--- src/rtl/extmem_pkg.sv ---
package extmem_pkg;

  localparam int NUM_REGIONS = 4;
  localparam int REGION_W    = $clog2(NUM_REGIONS);
  localparam int CFG_ADDR_W  = 4;

  // configuration word selects
  localparam logic [CFG_ADDR_W-1:0] CFG_GLOBAL      = 4'h0;
  localparam int                    CFG_CTRL_BASE   = 4;
  localparam int                    CFG_TIMING_BASE = 8;

  localparam logic [15:0] TIMING_RESET = 16'h70FF;

  // timing word, bit positions are decoded by the sequencer
  typedef struct packed {
    logic       byteWsMode;  // 15
    logic [2:0] aleWait;     // 14:12
    logic       reserved;    // 11
    logic       noHold;      // 10
    logic       noRdTurn;    // 9
    logic       noWrTurn;    // 8
    logic [3:0] wrLen;       // 7:4
    logic [3:0] rdLen;       // 3:0
  } timingWord_t;

  typedef enum logic [2:0] {
    ST_IDLE,
    ST_ALE,
    ST_TURN_PRE,
    ST_STROBE,
    ST_TURN_POST,
    ST_HOLD,
    ST_ACK,
    ST_ERR
  } busState_e;

  // strobes from sequencer to datapath
  typedef struct packed {
    logic accept;
    logic ale;
    logic rdStrobe;
    logic wrStrobe;
    logic busy;
    logic driveData;
    logic capture;
    logic upperHalf;
  } busCtl_t;

endpackage

--- src/rtl/extmem_ctrl.sv ---
module extmem_ctrl
  import extmem_pkg::*;
(
  input  logic        clk,
  input  logic        rstN,
  input  logic        reqValid,
  input  logic        reqAllowed,
  input  logic        latWrite,
  input  logic        latSplit,
  input  timingWord_t latTiming,
  output busCtl_t     ctl,
  output logic        reqAck,
  output logic        reqErr
);

  busState_e  state, stateNext;
  logic [3:0] cnt, cntNext;
  logic       half, halfNext;

  logic [3:0] strobeLen;
  logic       turnOn, holdOn, aleDone, strobeDone;
  busState_e  endState, postHold, postStrobe;

  logic timingUnused;
  assign timingUnused = ^{latTiming.reserved, latTiming.byteWsMode};

  always_comb begin
    strobeLen  = latWrite ? latTiming.wrLen : latTiming.rdLen;
    turnOn     = latWrite ? !latTiming.noWrTurn : !latTiming.noRdTurn;
    holdOn     = !latTiming.noHold;
    aleDone    = (cnt == {1'b0, latTiming.aleWait});
    strobeDone = (cnt == strobeLen);
    endState   = (latSplit && !half) ? ST_ALE : ST_ACK;
    postHold   = holdOn ? ST_HOLD : endState;
    postStrobe = turnOn ? ST_TURN_POST : postHold;
  end

  always_comb begin
    stateNext = state;
    unique case (state)
      ST_IDLE:      if (reqValid) stateNext = reqAllowed ? ST_ALE : ST_ERR;
      ST_ALE:       if (aleDone) stateNext = turnOn ? ST_TURN_PRE : ST_STROBE;
      ST_TURN_PRE:  stateNext = ST_STROBE;
      ST_STROBE:    if (strobeDone) stateNext = postStrobe;
      ST_TURN_POST: stateNext = postHold;
      ST_HOLD:      stateNext = endState;
      ST_ACK:       stateNext = ST_IDLE;
      ST_ERR:       stateNext = ST_IDLE;
      default:      stateNext = ST_IDLE;
    endcase
    cntNext  = (stateNext != state) ? 4'd0 : cnt + 4'd1;
    halfNext = half;
    if (state == ST_IDLE)
      halfNext = 1'b0;
    else if (stateNext == ST_ALE && state != ST_ALE)
      halfNext = 1'b1;
  end

  always_ff @(posedge clk) begin
    if (!rstN) begin
      state <= ST_IDLE;
      cnt   <= 4'd0;
      half  <= 1'b0;
    end else begin
      state <= stateNext;
      cnt   <= cntNext;
      half  <= halfNext;
    end
  end

  always_comb begin
    ctl.accept    = (state == ST_IDLE) && reqValid && reqAllowed;
    ctl.ale       = (state == ST_ALE);
    ctl.rdStrobe  = (state == ST_STROBE) && !latWrite;
    ctl.wrStrobe  = (state == ST_STROBE) && latWrite;
    ctl.busy      = (state == ST_ALE) || (state == ST_TURN_PRE) || (state == ST_STROBE) ||
                    (state == ST_TURN_POST) || (state == ST_HOLD);
    ctl.driveData = ctl.busy && latWrite && (state != ST_ALE);
    ctl.capture   = ctl.rdStrobe && strobeDone;
    ctl.upperHalf = half;
  end

  assign reqAck = (state == ST_ACK) || (state == ST_ERR);
  assign reqErr = (state == ST_ERR);

endmodule

--- src/rtl/extmem_datapath.sv ---
module extmem_datapath
  import extmem_pkg::*;
#(
  parameter int ADDR_W = 16
) (
  input  logic                  clk,
  input  logic                  rstN,
  input  logic                  cfgWrEn,
  input  logic [CFG_ADDR_W-1:0] cfgAddr,
  input  logic [15:0]           cfgWrData,
  input  logic [REGION_W-1:0]   reqRegion,
  input  logic                  reqWrite,
  input  logic                  reqWide,
  input  logic [ADDR_W-1:0]     reqAddr,
  input  logic [15:0]           reqWrData,
  input  busCtl_t               ctl,
  output logic                  reqAllowed,
  output logic                  latWrite,
  output logic                  latSplit,
  output timingWord_t           latTiming,
  output logic [15:0]           reqRdData,
  output logic [ADDR_W-1:0]     busAddr,
  output logic [15:0]           busDataOut,
  output logic                  busDataOe,
  input  logic [15:0]           busDataIn,
  output logic                  busBhe,
  output logic                  busBle
);

  logic        globalEn;
  logic        regionEn   [NUM_REGIONS];
  logic        regionBus16[NUM_REGIONS];
  timingWord_t timingReg  [NUM_REGIONS];

  always_ff @(posedge clk) begin
    if (!rstN)
      globalEn <= 1'b0;
    else if (cfgWrEn && cfgAddr == CFG_GLOBAL)
      globalEn <= cfgWrData[0];
  end

  for (genvar r = 0; r < NUM_REGIONS; r++) begin : g_region
    always_ff @(posedge clk) begin
      if (!rstN) begin
        regionEn[r]    <= 1'b0;
        regionBus16[r] <= 1'b0;
        timingReg[r]   <= timingWord_t'(TIMING_RESET);
      end else if (cfgWrEn) begin
        if (cfgAddr == CFG_ADDR_W'(CFG_CTRL_BASE + r)) begin
          regionEn[r]    <= cfgWrData[0];
          regionBus16[r] <= cfgWrData[1];
        end
        if (cfgAddr == CFG_ADDR_W'(CFG_TIMING_BASE + r))
          timingReg[r] <= timingWord_t'(cfgWrData & 16'hF7FF);
      end
    end
  end

  assign reqAllowed = globalEn && regionEn[reqRegion];

  // request snapshot at acceptance
  logic              latBus16, latWideReq;
  logic [ADDR_W-1:0] latAddr;
  logic [15:0]       latData;

  always_ff @(posedge clk) begin
    if (!rstN) begin
      latWrite   <= 1'b0;
      latBus16   <= 1'b0;
      latWideReq <= 1'b0;
      latAddr    <= '0;
      latData    <= '0;
      latTiming  <= timingWord_t'(TIMING_RESET);
    end else if (ctl.accept) begin
      latWrite   <= reqWrite;
      latBus16   <= regionBus16[reqRegion];
      latWideReq <= reqWide;
      latAddr    <= reqAddr;
      latData    <= reqWrData;
      latTiming  <= timingReg[reqRegion];
    end
  end

  assign latSplit = latWideReq && !latBus16;

  // read capture
  always_ff @(posedge clk) begin
    if (!rstN)
      reqRdData <= '0;
    else if (ctl.accept)
      reqRdData <= '0;
    else if (ctl.capture) begin
      if (latBus16) begin
        if (latWideReq)
          reqRdData <= busDataIn;
        else
          reqRdData <= {8'h00, latAddr[0] ? busDataIn[15:8] : busDataIn[7:0]};
      end else if (ctl.upperHalf)
        reqRdData[15:8] <= busDataIn[7:0];
      else
        reqRdData[7:0] <= busDataIn[7:0];
    end
  end

  // bus drive
  logic addrLow;
  always_comb begin
    addrLow = latSplit ? ctl.upperHalf : latAddr[0];
    if (latTiming.byteWsMode && latWrite)
      addrLow = ctl.wrStrobe;
    busAddr = ctl.busy ? {latAddr[ADDR_W-1:1], addrLow} : '0;

    busBhe = 1'b0;
    busBle = 1'b0;
    if (ctl.busy && !latTiming.byteWsMode) begin
      if (!latBus16)
        busBle = 1'b1;
      else if (latWideReq) begin
        busBhe = 1'b1;
        busBle = 1'b1;
      end else begin
        busBhe = latAddr[0];
        busBle = !latAddr[0];
      end
    end

    busDataOut = '0;
    if (ctl.driveData) begin
      if (latBus16)
        busDataOut = latWideReq ? latData : {latData[7:0], latData[7:0]};
      else
        busDataOut = {8'h00, ctl.upperHalf ? latData[15:8] : latData[7:0]};
    end
    busDataOe = ctl.driveData;
  end

  logic ctlUnused;
  assign ctlUnused = ^{ctl.ale, ctl.rdStrobe};

endmodule

--- src/rtl/extmem_bus_ctrl.sv ---
module extmem_bus_ctrl
  import extmem_pkg::*;
#(
  parameter int ADDR_W = 16
) (
  input  logic                  clk,
  input  logic                  rstN,
  input  logic                  cfgWrEn,
  input  logic [CFG_ADDR_W-1:0] cfgAddr,
  input  logic [15:0]           cfgWrData,
  input  logic                  reqValid,
  input  logic                  reqWrite,
  input  logic                  reqWide,
  input  logic [REGION_W-1:0]   reqRegion,
  input  logic [ADDR_W-1:0]     reqAddr,
  input  logic [15:0]           reqWrData,
  output logic                  reqAck,
  output logic                  reqErr,
  output logic [15:0]           reqRdData,
  output logic [ADDR_W-1:0]     busAddr,
  output logic [15:0]           busDataOut,
  output logic                  busDataOe,
  input  logic [15:0]           busDataIn,
  output logic                  busAle,
  output logic                  busRs,
  output logic                  busWs,
  output logic                  busBhe,
  output logic                  busBle
);

  busCtl_t     ctl;
  logic        reqAllowed, latWrite, latSplit;
  timingWord_t latTiming;

  extmem_ctrl u_ctrl (
    .clk       (clk),
    .rstN      (rstN),
    .reqValid  (reqValid),
    .reqAllowed(reqAllowed),
    .latWrite  (latWrite),
    .latSplit  (latSplit),
    .latTiming (latTiming),
    .ctl       (ctl),
    .reqAck    (reqAck),
    .reqErr    (reqErr)
  );

  extmem_datapath #(.ADDR_W(ADDR_W)) u_dp (
    .clk       (clk),
    .rstN      (rstN),
    .cfgWrEn   (cfgWrEn),
    .cfgAddr   (cfgAddr),
    .cfgWrData (cfgWrData),
    .reqRegion (reqRegion),
    .reqWrite  (reqWrite),
    .reqWide   (reqWide),
    .reqAddr   (reqAddr),
    .reqWrData (reqWrData),
    .ctl       (ctl),
    .reqAllowed(reqAllowed),
    .latWrite  (latWrite),
    .latSplit  (latSplit),
    .latTiming (latTiming),
    .reqRdData (reqRdData),
    .busAddr   (busAddr),
    .busDataOut(busDataOut),
    .busDataOe (busDataOe),
    .busDataIn (busDataIn),
    .busBhe    (busBhe),
    .busBle    (busBle)
  );

  assign busAle = ctl.ale;
  assign busRs  = ctl.rdStrobe;
  assign busWs  = ctl.wrStrobe;

endmodule

--- config.mk ---
export PLATFORM = sky130hd
export DESIGN_NAME = extmem_bus_ctrl
export DESIGN_NICKNAME = d
export VERILOG_FILES = /design/src/rtl/extmem_pkg.sv /design/src/rtl/extmem_ctrl.sv /design/src/rtl/extmem_datapath.sv /design/src/rtl/extmem_bus_ctrl.sv
export SDC_FILE = /design/constraint.sdc
export NUM_CORES = 1
export LEC_CHECK = 0
export ABC_AREA = 1
export BUFFER_PORTS_ARGS = -buffer_cell sky130_fd_sc_hd__buf_2
export CAP_MARGIN = 20
export CELL_PAD_IN_SITES_DETAIL_PLACEMENT = 0
export CELL_PAD_IN_SITES_GLOBAL_PLACEMENT = 2
export CORE_AREA = 2 2 142 157
export CTS_CLUSTER_SIZE = 10
export DETAILED_ROUTE_END_ITERATION = 8
export DIE_AREA = 0 0 144 159
export PLACE_DENSITY_LB_ADDON = 0.1
export SYNTH_ARGS = -nofsm -noshare
export SYNTH_HDL_FRONTEND = slang
export SYNTH_SLANG_ARGS = --single-unit
--- constraint.sdc ---
create_clock -name clk -period 2.77 [get_ports clk]
set_input_delay 0.1385 -clock clk [delete_from_list [all_inputs] [get_ports clk]]
set_output_delay 0.1385 -clock clk [all_outputs]
set_load 0.03 [all_outputs]
==> flow_metrics.py, run 1 <==
metrics = {
    "run_status": {
        "status": "finished, final reports clean",
    },
    "timing": {
        "hold-worst-slack_ns": 0.0177,
        "clock_skew_ns": 0.00857,
        "setup_viol": 0,
        "max_freq_mhz": 399,
        "finalCritPeriodShare_pct": 90.6,
        "setup_slack_ns": 0.261,
        "relSlewSlack_pct": 57.5,
        "tightest_slew_ns": 0.638,
        "period_minus_slack_ns": 2.51,
        "hold_viol": 0,
        "finalMaxSlewViolations": 0,
        "grt_setup_unrepaired": "false",
        "setup_tns_ns": 0,
    },
    "cells_and_area": {
        "final_cell_mix": "nand2_1 (168), buf_2 (130), nor2_1 (97), inv_1 (94), o21ai_0 (84)",
        "layout-area-overhead-vs-synth_pct": 29.0,
        "final_core_util_pct": 40.8,
        "drive_gt1_share_pct": 21.6,
        "layout_commonest_cell": "nand2_1",
        "fin_nets": 1076,
        "diodes": 0,
    },
    "synthesis": {
        "async_flop_share_pct": 0,
        "ys_types": 36,
        "ys_seq_area_share_pct": 52.5,
        "synthFlopType": "dfxtp_1",
        "synth_nets": 907,
        "syn_area_mm2": 0.00671,
        "synth.ff_latch_count": 143,
        "yosys_warnings": 0,
        "synthCells": 830,
        "synth_edf_count": 66,
        "synth_top_cell_by_area": "edfxtp_1",
        "synth_area_leaders": "edfxtp_1 (30%), dfxtp_1 (23%), nand2_1 (9.4%)",
        "syn_area_per_cell_um2": 8.09,
        "synth_top_area_share_pct": 29.5,
    },
    "clock_tree": {
        "clock-root-buffer": "clkbuf_16",
        "clock_path_buffers": 2,
        "cts_setup_buffers": 0,
        "cts_tree": "built",
        "cts_htree_levels": 4,
        "insertion_delay_ns": 0.42,
        "cts.sinks": 143,
        "cts_buffers": 17,
        "clk_pin_slew_ns": 0.06,
    },
    "detailed_routing": {
        "antenna_left": 0,
        "drtIter0Drc": 260,
        "drt_pre_antenna_iters": 4,
        "vias": 6046,
        "wire_per_inst_um": 14.2,
        "drcViolationCount": 0,
        "routed_via_density": 4.64,
        "wl_mm": 18.5,
    },
    "min_path": {
        "min_from": "reqWrData[9]",
        "whs_path_depth": 3,
        "hold_end": "u_dp.latData[9]",
        "min_path_type": "in2reg",
    },
    "global_route": {
        "track_usage_pct": 16.4,
        "grt_max_degree": 69,
        "grt_pass1_wl_mm": 29.4,
        "grt_overflow_total": 0,
        "first_global_vias": 5911,
        "antenna_found_initial": 0,
    },
    "pwr": {
        "p_per_area_mw_per_mm2": 634,
        "swShare_pct": 28.6,
        "p_comb_share_pct": 16.9,
        "seqPwrFrac_pct": 43.2,
        "clock_power_share_pct": 39.9,
        "intPower_w": 0.00392,
        "ir_drop_uv": 389,
        "p_sw_w": 0.00157,
        "leakagePower_nw": 3.66,
    },
    "placed_design": {
        "io_buffers": 130,
        "dp_hpwl_mm": 13.1,
        "place.gp.congestion": 0.810,
        "place_ws_ns": 0.483,
    },
    "setup_path": {
        "cpMaxStageDelayCell": "dlygate4sd3_1",
        "required_ns": 3.13,
        "cp_data_arrival_time_ns": 2.87,
        "worst_r2r_endpoint": "u_dp.reqRdData[0]",
        "critical_path_class": "reg2reg",
        "rrSetupSlack_ns": 0.26,
        "critPathCaptureType": "register",
        "rr_worst_depth": 12,
        "critPathLaunchType": "register",
        "crit_top_cell": "inv_2",
        "crit_chain": "nor2_2, nand2_1, nor2_2, inv_2, nor2_4, inv_2, buf_12, nand2_1, inv_2, o21ai_0, a31oi_1, dlygate4sd3_1",
        "max_stage_delay_ns": 0.56,
        "cp_max_fo": 68,
        "r2r_start": "u_ctrl.state[1]",
    },
    "floorplan": {
        "fp.dieArea_mm2": 0.0229,
        "core-area_mm2": 0.0212,
        "ios": 132,
        "rows": 56,
        "die_y_um": 159,
        "initial_core_util_pct": 31.6,
        "dieWidth_um": 144,
    },
    "run": {
        "maxCapViolCount": 0,
    },
}
[cells in the mapped netlist (4+ instances only)]
library cell  number
nand2_1          168
nor2_1            97
inv_1             94
o21ai_0           88
dfxtp_1           77
edfxtp_1          66
a21oi_1           54
nand3_1           52
clkbuf_1          26
a31oi_1           20
nor3_1            10
a211oi_1           8
buf_6              8
inv_2              8
nand2_2            7
nand4_1            5
nor2_2             5
nor2_4             5
o21ai_2            5
o22ai_1            5
buf_2              4
[area by class of cell]
type	instances	area [um^2]
Clock buffer	23	482
Clock inverter	9	85.1
Fill cell	2203	12600
Inverter	104	398
Multi-Input combinational cell	543	2590
Sequential cell	143	3520
Tap cell	290	363
Timing Repair Buffer	190	1220
[per-stage QoR]
step | std cells | area [um^2] | power, W
floorplan | 830 | 6710 | 0.00301
global placement | 1228 | 7670 | 0.00331
detailed placement | 1228 | 7670 | 0.00332
CTS | 1302 | 8660 | 0.00556
global route | 1302 | 8660 | 0.00576
finish | 1302 | 8660 | 0.00549
[registers in the layout (all words and copies together), names as in the netlist]
register / cells
u_dp.latBus16: 1
u_dp.latAddr: 16
u_ctrl.cnt: 4
u_dp.latTiming: 15
u_dp.timingReg: 60
u_dp.regionBus16: 4
u_dp.latWrite: 1
u_dp.reqRdData: 16
u_ctrl.state: 3
u_dp.latData: 16
u_dp.regionEn: 4
u_ctrl.half: 1
u_dp.globalEn: 1
u_dp.latWideReq: 1
[logic make-up after synthesis]
family | Yosys count | share of synthesized area [%]
simple gates | 355 | 22.9
compound gates | 185 | 15.0
buf+inv | 144 | 9.19
xor+xnor | 2 | 0.261
fa+ha+maj | 1 | 0.186
flops | 143 | 52.5
[worst max-delay path: cells and delay by family (launching register included)]
family	cells	cell delay (ns)
simple gates	5	0.41
flops	1	0.48
compound gates	2	0.29
buf+inv	5	1.24
[power groups by stage]
| stage | Clock, W | Sequential [W] | Combinational (W) |
|---|---|---|---|
| 6_report | 0.00219 | 0.00237 | 0.000927 |
| 5_1_grt | 0.00233 | 0.00239 | 0.00104 |
| 4_1_cts | 0.00225 | 0.00237 | 0.000941 |
| 3_5_place_dp | 0 | 0.00242 | 0.000898 |
| 3_3_place_gp | 0 | 0.00242 | 0.000894 |
| 2_1_floorplan | 0 | 0.00240 | 0.000608 |
[worst max path at each step]
stage                     slack, ns                end            start  depth (start not counted)
after floorplan                0.29     busDataOut[10]  u_ctrl.state[1]                          7
after global placement         0.59  u_dp.reqRdData[7]     reqRegion[1]                         13
after detailed placement       0.48  u_dp.reqRdData[3]     reqRegion[1]                         13
after CTS                      0.26  u_dp.reqRdData[2]  u_ctrl.state[1]                         12
after global routing           0.02  u_dp.reqRdData[7]  u_ctrl.state[1]                         12
final                          0.26  u_dp.reqRdData[0]  u_ctrl.state[1]                         12
[routing by layer]
metal  vias to the layer above  share of wire [%]  track usage (%)
met2                       125                 52             30.7
met5                         -                  0                0
li1                       3090                  -                -
met4                         0                1.5             5.04
met3                        29                4.1             3.28
met1                      2802                 43             18.4
[repair_timing]
item / CTS / global route
hold buffers: 42 / 0
endpoints found under the setup margin: 0 / 0
gates resized for setup: 0 / 0
endpoints found under the hold margin: 45 / 0
Note: power is estimated with default switching activity, not from simulation.
==> run 2, diff against run 1 <==
PLACE_DENSITY = 0.77   (was not set)
PLACE_DENSITY_LB_ADDON = not set   (was 0.1)
==> flow_metrics.py, run 2 (same netlist as run 1, synthesis figures left out) <==
metrics = {
    "floorplan": {
        "rows": 56,
        "core-area_mm2": 0.0212,
        "ios": 132,
        "fp.dieArea_mm2": 0.0229,
        "initial_core_util_pct": 31.6,
        "die_y_um": 159,
        "dieWidth_um": 144,
    },
    "clock_tree": {
        "cts_htree_levels": 4,
        "clock-root-buffer": "clkbuf_16",
        "cts.sinks": 143,
        "clk_pin_slew_ns": 0.06,
        "clock_path_buffers": 2,
        "insertion_delay_ns": 0.42,
        "cts_setup_buffers": 0,
        "cts_tree": "built",
        "cts_buffers": 17,
    },
    "setup_path": {
        "critPathCaptureType": "output port",
        "worst-path-buf-inv": 2,
        "rr_worst_depth": 11,
        "cpLargestDelayFamily": "simple AND/OR/NAND/NOR gates",
        "critPathLaunch": "u_ctrl.state[1]",
        "r2r_start": "u_ctrl.state[1]",
        "required_ns": 2.63,
        "critPathLaunchType": "register",
        "crit_chain": "nor2_2, a21oi_1, inv_2, nor3_2, nand2_1, a211oi_1, buf_2",
        "path_depth": 7,
        "max_stage_delay_ns": 0.50,
        "critical_path_class": "reg2out",
        "cp_data_arrival_time_ns": 2.34,
        "worst_r2r_endpoint": "u_dp.reqRdData[4]",
        "crit_path_end": "busDataOut[9]",
        "cpMaxStageDelayCell": "dfxtp_1",
        "cp_max_fo": 19,
        "rrSetupSlack_ns": 0.39,
    },
    "global_route": {
        "first_global_vias": 5813,
        "use_met2_pct": 28.8,
        "track_usage_pct": 16.5,
        "grt_max_degree": 63,
        "grt_overflow_total": 0,
        "antenna_found_initial": 0,
        "grt_pass1_wl_mm": 29.5,
        "busiest_layer": "met2",
        "grt_use_met3_pct": 3.61,
        "grtUsageMet1_pct": 20.3,
    },
    "detailed_routing": {
        "wl_mm": 18.6,
        "routed_via_density": 4.57,
        "drt_pre_antenna_iters": 4,
        "vias": 5982,
        "antenna_left": 0,
        "wire_per_inst_um": 14.2,
        "drcViolationCount": 0,
        "drtIter0Drc": 275,
    },
    "cells_and_area": {
        "final_core_util_pct": 41.3,
        "layout-area-overhead-vs-synth_pct": 30.6,
        "fin_nets": 1084,
        "regMostFlops": "u_dp.timingReg",
        "largest_reg_flops": 60,
        "layout_commonest_cell": "nand2_1",
        "final_cell_mix": "nand2_1 (168), buf_2 (130), nor2_1 (97), inv_1 (94), o21ai_0 (84)",
        "diodes": 0,
        "drive_gt1_share_pct": 21.4,
        "fin_cells": 1310,
    },
    "run": {
        "maxCapViolCount": 0,
    },
    "pwr": {
        "p_per_area_mw_per_mm2": 648,
        "ir_drop_uv": 381,
        "leakagePower_nw": 3.69,
    },
    "min_path": {
        "whs_path_depth": 3,
        "min_from": "reqAddr[8]",
        "min_path_type": "in2reg",
    },
    "timing": {
        "period_minus_slack_ns": 2.48,
        "clock_skew_ns": 0.00919,
        "max_freq_mhz": 404,
        "setup_tns_ns": 0,
        "relSlewSlack_pct": 59.1,
        "finalCritPeriodShare_pct": 89.4,
        "setup_viol": 0,
        "hold_viol": 0,
        "hold-worst-slack_ns": 0.0134,
        "setup_slack_ns": 0.294,
        "finalMaxSlewViolations": 0,
        "grt_setup_unrepaired": "false",
        "tightest_slew_ns": 0.614,
    },
    "placed_design": {
        "dp.cells": 1229,
        "io_buffers": 130,
        "place_ws_ns": 0.670,
        "place.gp.congestion": 0.758,
        "dp_hpwl_mm": 12.9,
    },
    "run_status": {
        "status": "finished, final reports clean",
    },
}
==> run 2: how the worst min path moves through the flow <==
stage               slack, ns              endpoint
global placement         0.36       u_dp.latData[0]
detailed placement       0.37       u_dp.latData[0]
CTS                    0.0007    u_dp.reqRdData[13]
floorplan                0.27       u_dp.latData[0]
global route             0.02  u_dp.timingReg[2][2]
finish                   0.01       u_dp.latAddr[8]
==> run 2: report_power, final <==
| group | switching [W] | internal, W |
|---|---|---|
| Combinational | 0.000626 | 0.000295 |
| Sequential | 0.0000678 | 0.00231 |
| Clock | 0.000954 | 0.00143 |
==> run 2: per-layer routing <==
metal / wire [um] / vias up
li1: - / 3103
met1: 8540 / 2735
met2: 9050 / 127
met3: 719 / 17
met4: 254 / 0
met5: 0 / -
==> run 2: cell type report <==
class,instances,area [um^2]
multi-input cells,543,2570
inverters,104,398
repair buffers,198,1300
clock buffers,18,429
well taps,290,363
fillers,2217,12500
flip-flops and latches,143,3520
clock inverters,14,184
==> run 2: per-stage QoR <==
step / power [W] / area [um^2]
after detailed placement: 0.00330 / 7660
after CTS: 0.00574 / 8760
after global routing: 0.00594 / 8770
after floorplan: 0.00301 / 6710
after global placement: 0.00331 / 7660
final: 0.00568 / 8770
==> run 2: timing repair <==
item	in CTS	in global routing
hold buffers	49	0
setup endpoints to repair	0	2
hold endpoints to repair	52	0
gates resized for setup	0	1
==> run 2: worst min-delay path: stages <==
cell and delay (ns):
buf_2 0.07, o21ai_0 0.07, a21oi_1 0.11
==> run 3, diff against run 2 <==
REMOVE_ABC_BUFFERS = 1   (was not set)
==> flow_metrics.py, run 3 (same netlist as run 1, synthesis figures left out) <==
metrics = {
    "timing": {
        "finalCritPeriodShare_pct": 89.6,
        "max_freq_mhz": 403,
        "finalMaxSlewViolations": 0,
        "period_minus_slack_ns": 2.48,
        "setup_tns_ns": 0,
        "setup_slack_ns": 0.288,
        "setup_viol": 0,
        "tightest_slew_ns": 0.619,
        "hold_viol": 0,
        "clock_skew_ns": 0.0208,
        "relSlewSlack_pct": 58.7,
        "grt_setup_unrepaired": "false",
    },
    "global_route": {
        "track_usage_pct": 17.5,
        "grt_overflow_total": 0,
        "grt_max_degree": 63,
        "first_global_vias": 5938,
        "antenna_found_initial": 0,
        "grt_pass1_wl_mm": 31.2,
    },
    "detailed_routing": {
        "drt_pre_antenna_iters": 5,
        "wire_per_inst_um": 14.9,
        "antenna_left": 0,
        "routed_via_density": 4.55,
        "vias": 5956,
        "drtIter0Drc": 387,
        "wl_mm": 19.5,
        "drcViolationCount": 0,
    },
    "floorplan": {
        "rows": 56,
        "fp.dieArea_mm2": 0.0229,
        "core-area_mm2": 0.0212,
        "initial_core_util_pct": 31.6,
        "die_y_um": 159,
        "dieWidth_um": 144,
        "ios": 132,
    },
    "pwr": {
        "power_w": 0.00556,
        "ir_drop_uv": 445,
        "intPower_w": 0.00395,
        "leakagePower_nw": 3.68,
        "clock_power_share_pct": 40.8,
        "p_sw_w": 0.00160,
        "p_per_area_mw_per_mm2": 638,
        "swShare_pct": 28.9,
        "p_comb_share_pct": 16.6,
        "seqPwrFrac_pct": 42.7,
    },
    "cells_and_area": {
        "regMostFlops": "u_dp.timingReg",
        "nFillCells": 2244,
        "layout_commonest_cell": "nand2_1",
        "final_cell_mix": "nand2_1 (168), buf_2 (130), nor2_1 (97), inv_1 (94), o21ai_0 (84)",
        "drive_gt1_share_pct": 21.1,
        "diodes": 0,
        "fin_nets": 1083,
        "largest_reg_flops": 60,
        "final_area_mm2": 0.00872,
        "fin_cells": 1309,
        "layout-area-overhead-vs-synth_pct": 29.9,
    },
    "clock_tree": {
        "clk_pin_slew_ns": 0.06,
        "clock-root-buffer": "clkbuf_16",
        "cts.sinks": 143,
        "cts_tree": "built",
        "cts_buffers": 17,
        "cts_htree_levels": 4,
        "insertion_delay_ns": 0.43,
        "clock_path_buffers": 2,
    },
    "run": {
        "maxCapViolCount": 0,
    },
    "setup_path": {
        "cp_max_fo": 19,
        "critPathLaunch": "u_ctrl.state[1]",
        "required_ns": 2.63,
        "critPathCaptureType": "output port",
        "max_stage_delay_ns": 0.48,
        "critical_path_class": "reg2out",
        "cpMaxStageDelayCell": "dfxtp_1",
        "crit_chain": "nor2_2, a21oi_1, inv_2, nor3_2, nand2_1, a211oi_1, buf_2",
        "r2r_start": "u_dp.latWrite",
        "cp_data_arrival_time_ns": 2.34,
        "critPathLaunchType": "register",
    },
    "placed_design": {
        "place.gp.congestion": 0.760,
        "io_buffers": 130,
        "dp_hpwl_mm": 13.1,
        "dp.cells": 1228,
        "dpl_cell_area_mm2": 0.00764,
        "place_ws_ns": 0.668,
    },
    "run_status": {
        "status": "finished, final reports clean",
    },
    "min_path": {
        "min_path_type": "in2reg",
        "min_from": "reqAddr[13]",
    },
}
[run 3: cell types whose count changed in the layout (fill, tap and decap cells not counted), sizes merged]
cell | previous run | this run
clkbuf | 18 | 24
bufinv | 3 | 0
buf | 149 | 148
clkinv | 7 | 6
clkinvlp | 2 | 1
inv | 106 | 105
[run 3: repair_timing]
item | in CTS | in global routing
resized for setup | 0 | 1
setup buffers | 0 | 0
hold buffers | 49 | 0
endpoints found under the hold margin | 49 | 0
setup endpoints to repair | 0 | 3
[run 3: layout make-up]
type                       instances  area [um^2]  area share, %
multi-input combinational        543         2570           29.5
clock inverter                     8         48.8          0.560
sequential                       143         3520           40.4
clock buffer                      24          537           6.16
inverter                         104          398           4.56
tap                              290          363           4.16
timing repair buffer             197         1280           14.6
[run 3: metal layers]
| metal | vias to the layer above | track usage (%) | routed length [um] |
|---|---|---|---|
| li1 | 3101 | - | - |
| met1 | 2715 | 21.1 | 8450 |
| met2 | 127 | 31.2 | 9980 |
| met3 | 13 | 3.67 | 851 |
| met4 | 0 | 5.08 | 199 |
| met5 | - | 0 | 0 |
[run 3: path summary, 6_finish.rpt]
check,depth (start not counted),slack (ns),endpoint
worst max-delay path,7,0.29,busDataOut[15]
worst min register to register,2,0.45,u_dp.latAddr[13]
worst max register to register,11,0.43,u_dp.reqRdData[0]
worst min-delay path,3,0.005,u_dp.latAddr[13]
[run 3: through the flow]
stage / utilization, % / hold WS, ns
finish: 41.1 / 0.00520
global route: 41.1 / 0.0240
CTS: 41.1 / 0.00123
detailed placement: 36.0 / 0.371
global placement: 36.0 / 0.361
floorplan: - / 0.223
[run 3: critical path, delay by kind of cell (launching register included)]
| family | cells | cell delay, ns |
|---|---|---|
| AND/OR/NAND/NOR | 3 | 0.55 |
| AO/OA/AOI/OAI | 2 | 0.45 |
| buffers and inverters | 2 | 0.44 |
| flip-flops | 1 | 0.48 |
[run 3: power groups by stage]
| stage | Sequential [W] | Clock, W | Combinational (W) |
|---|---|---|---|
| global route | 0.00239 | 0.00240 | 0.00105 |
| global placement | 0.00242 | 0 | 0.000897 |
| CTS | 0.00237 | 0.00232 | 0.000936 |
| floorplan | 0.00240 | 0 | 0.000577 |
| finish | 0.00237 | 0.00227 | 0.000920 |
| detailed placement | 0.00242 | 0 | 0.000885 |
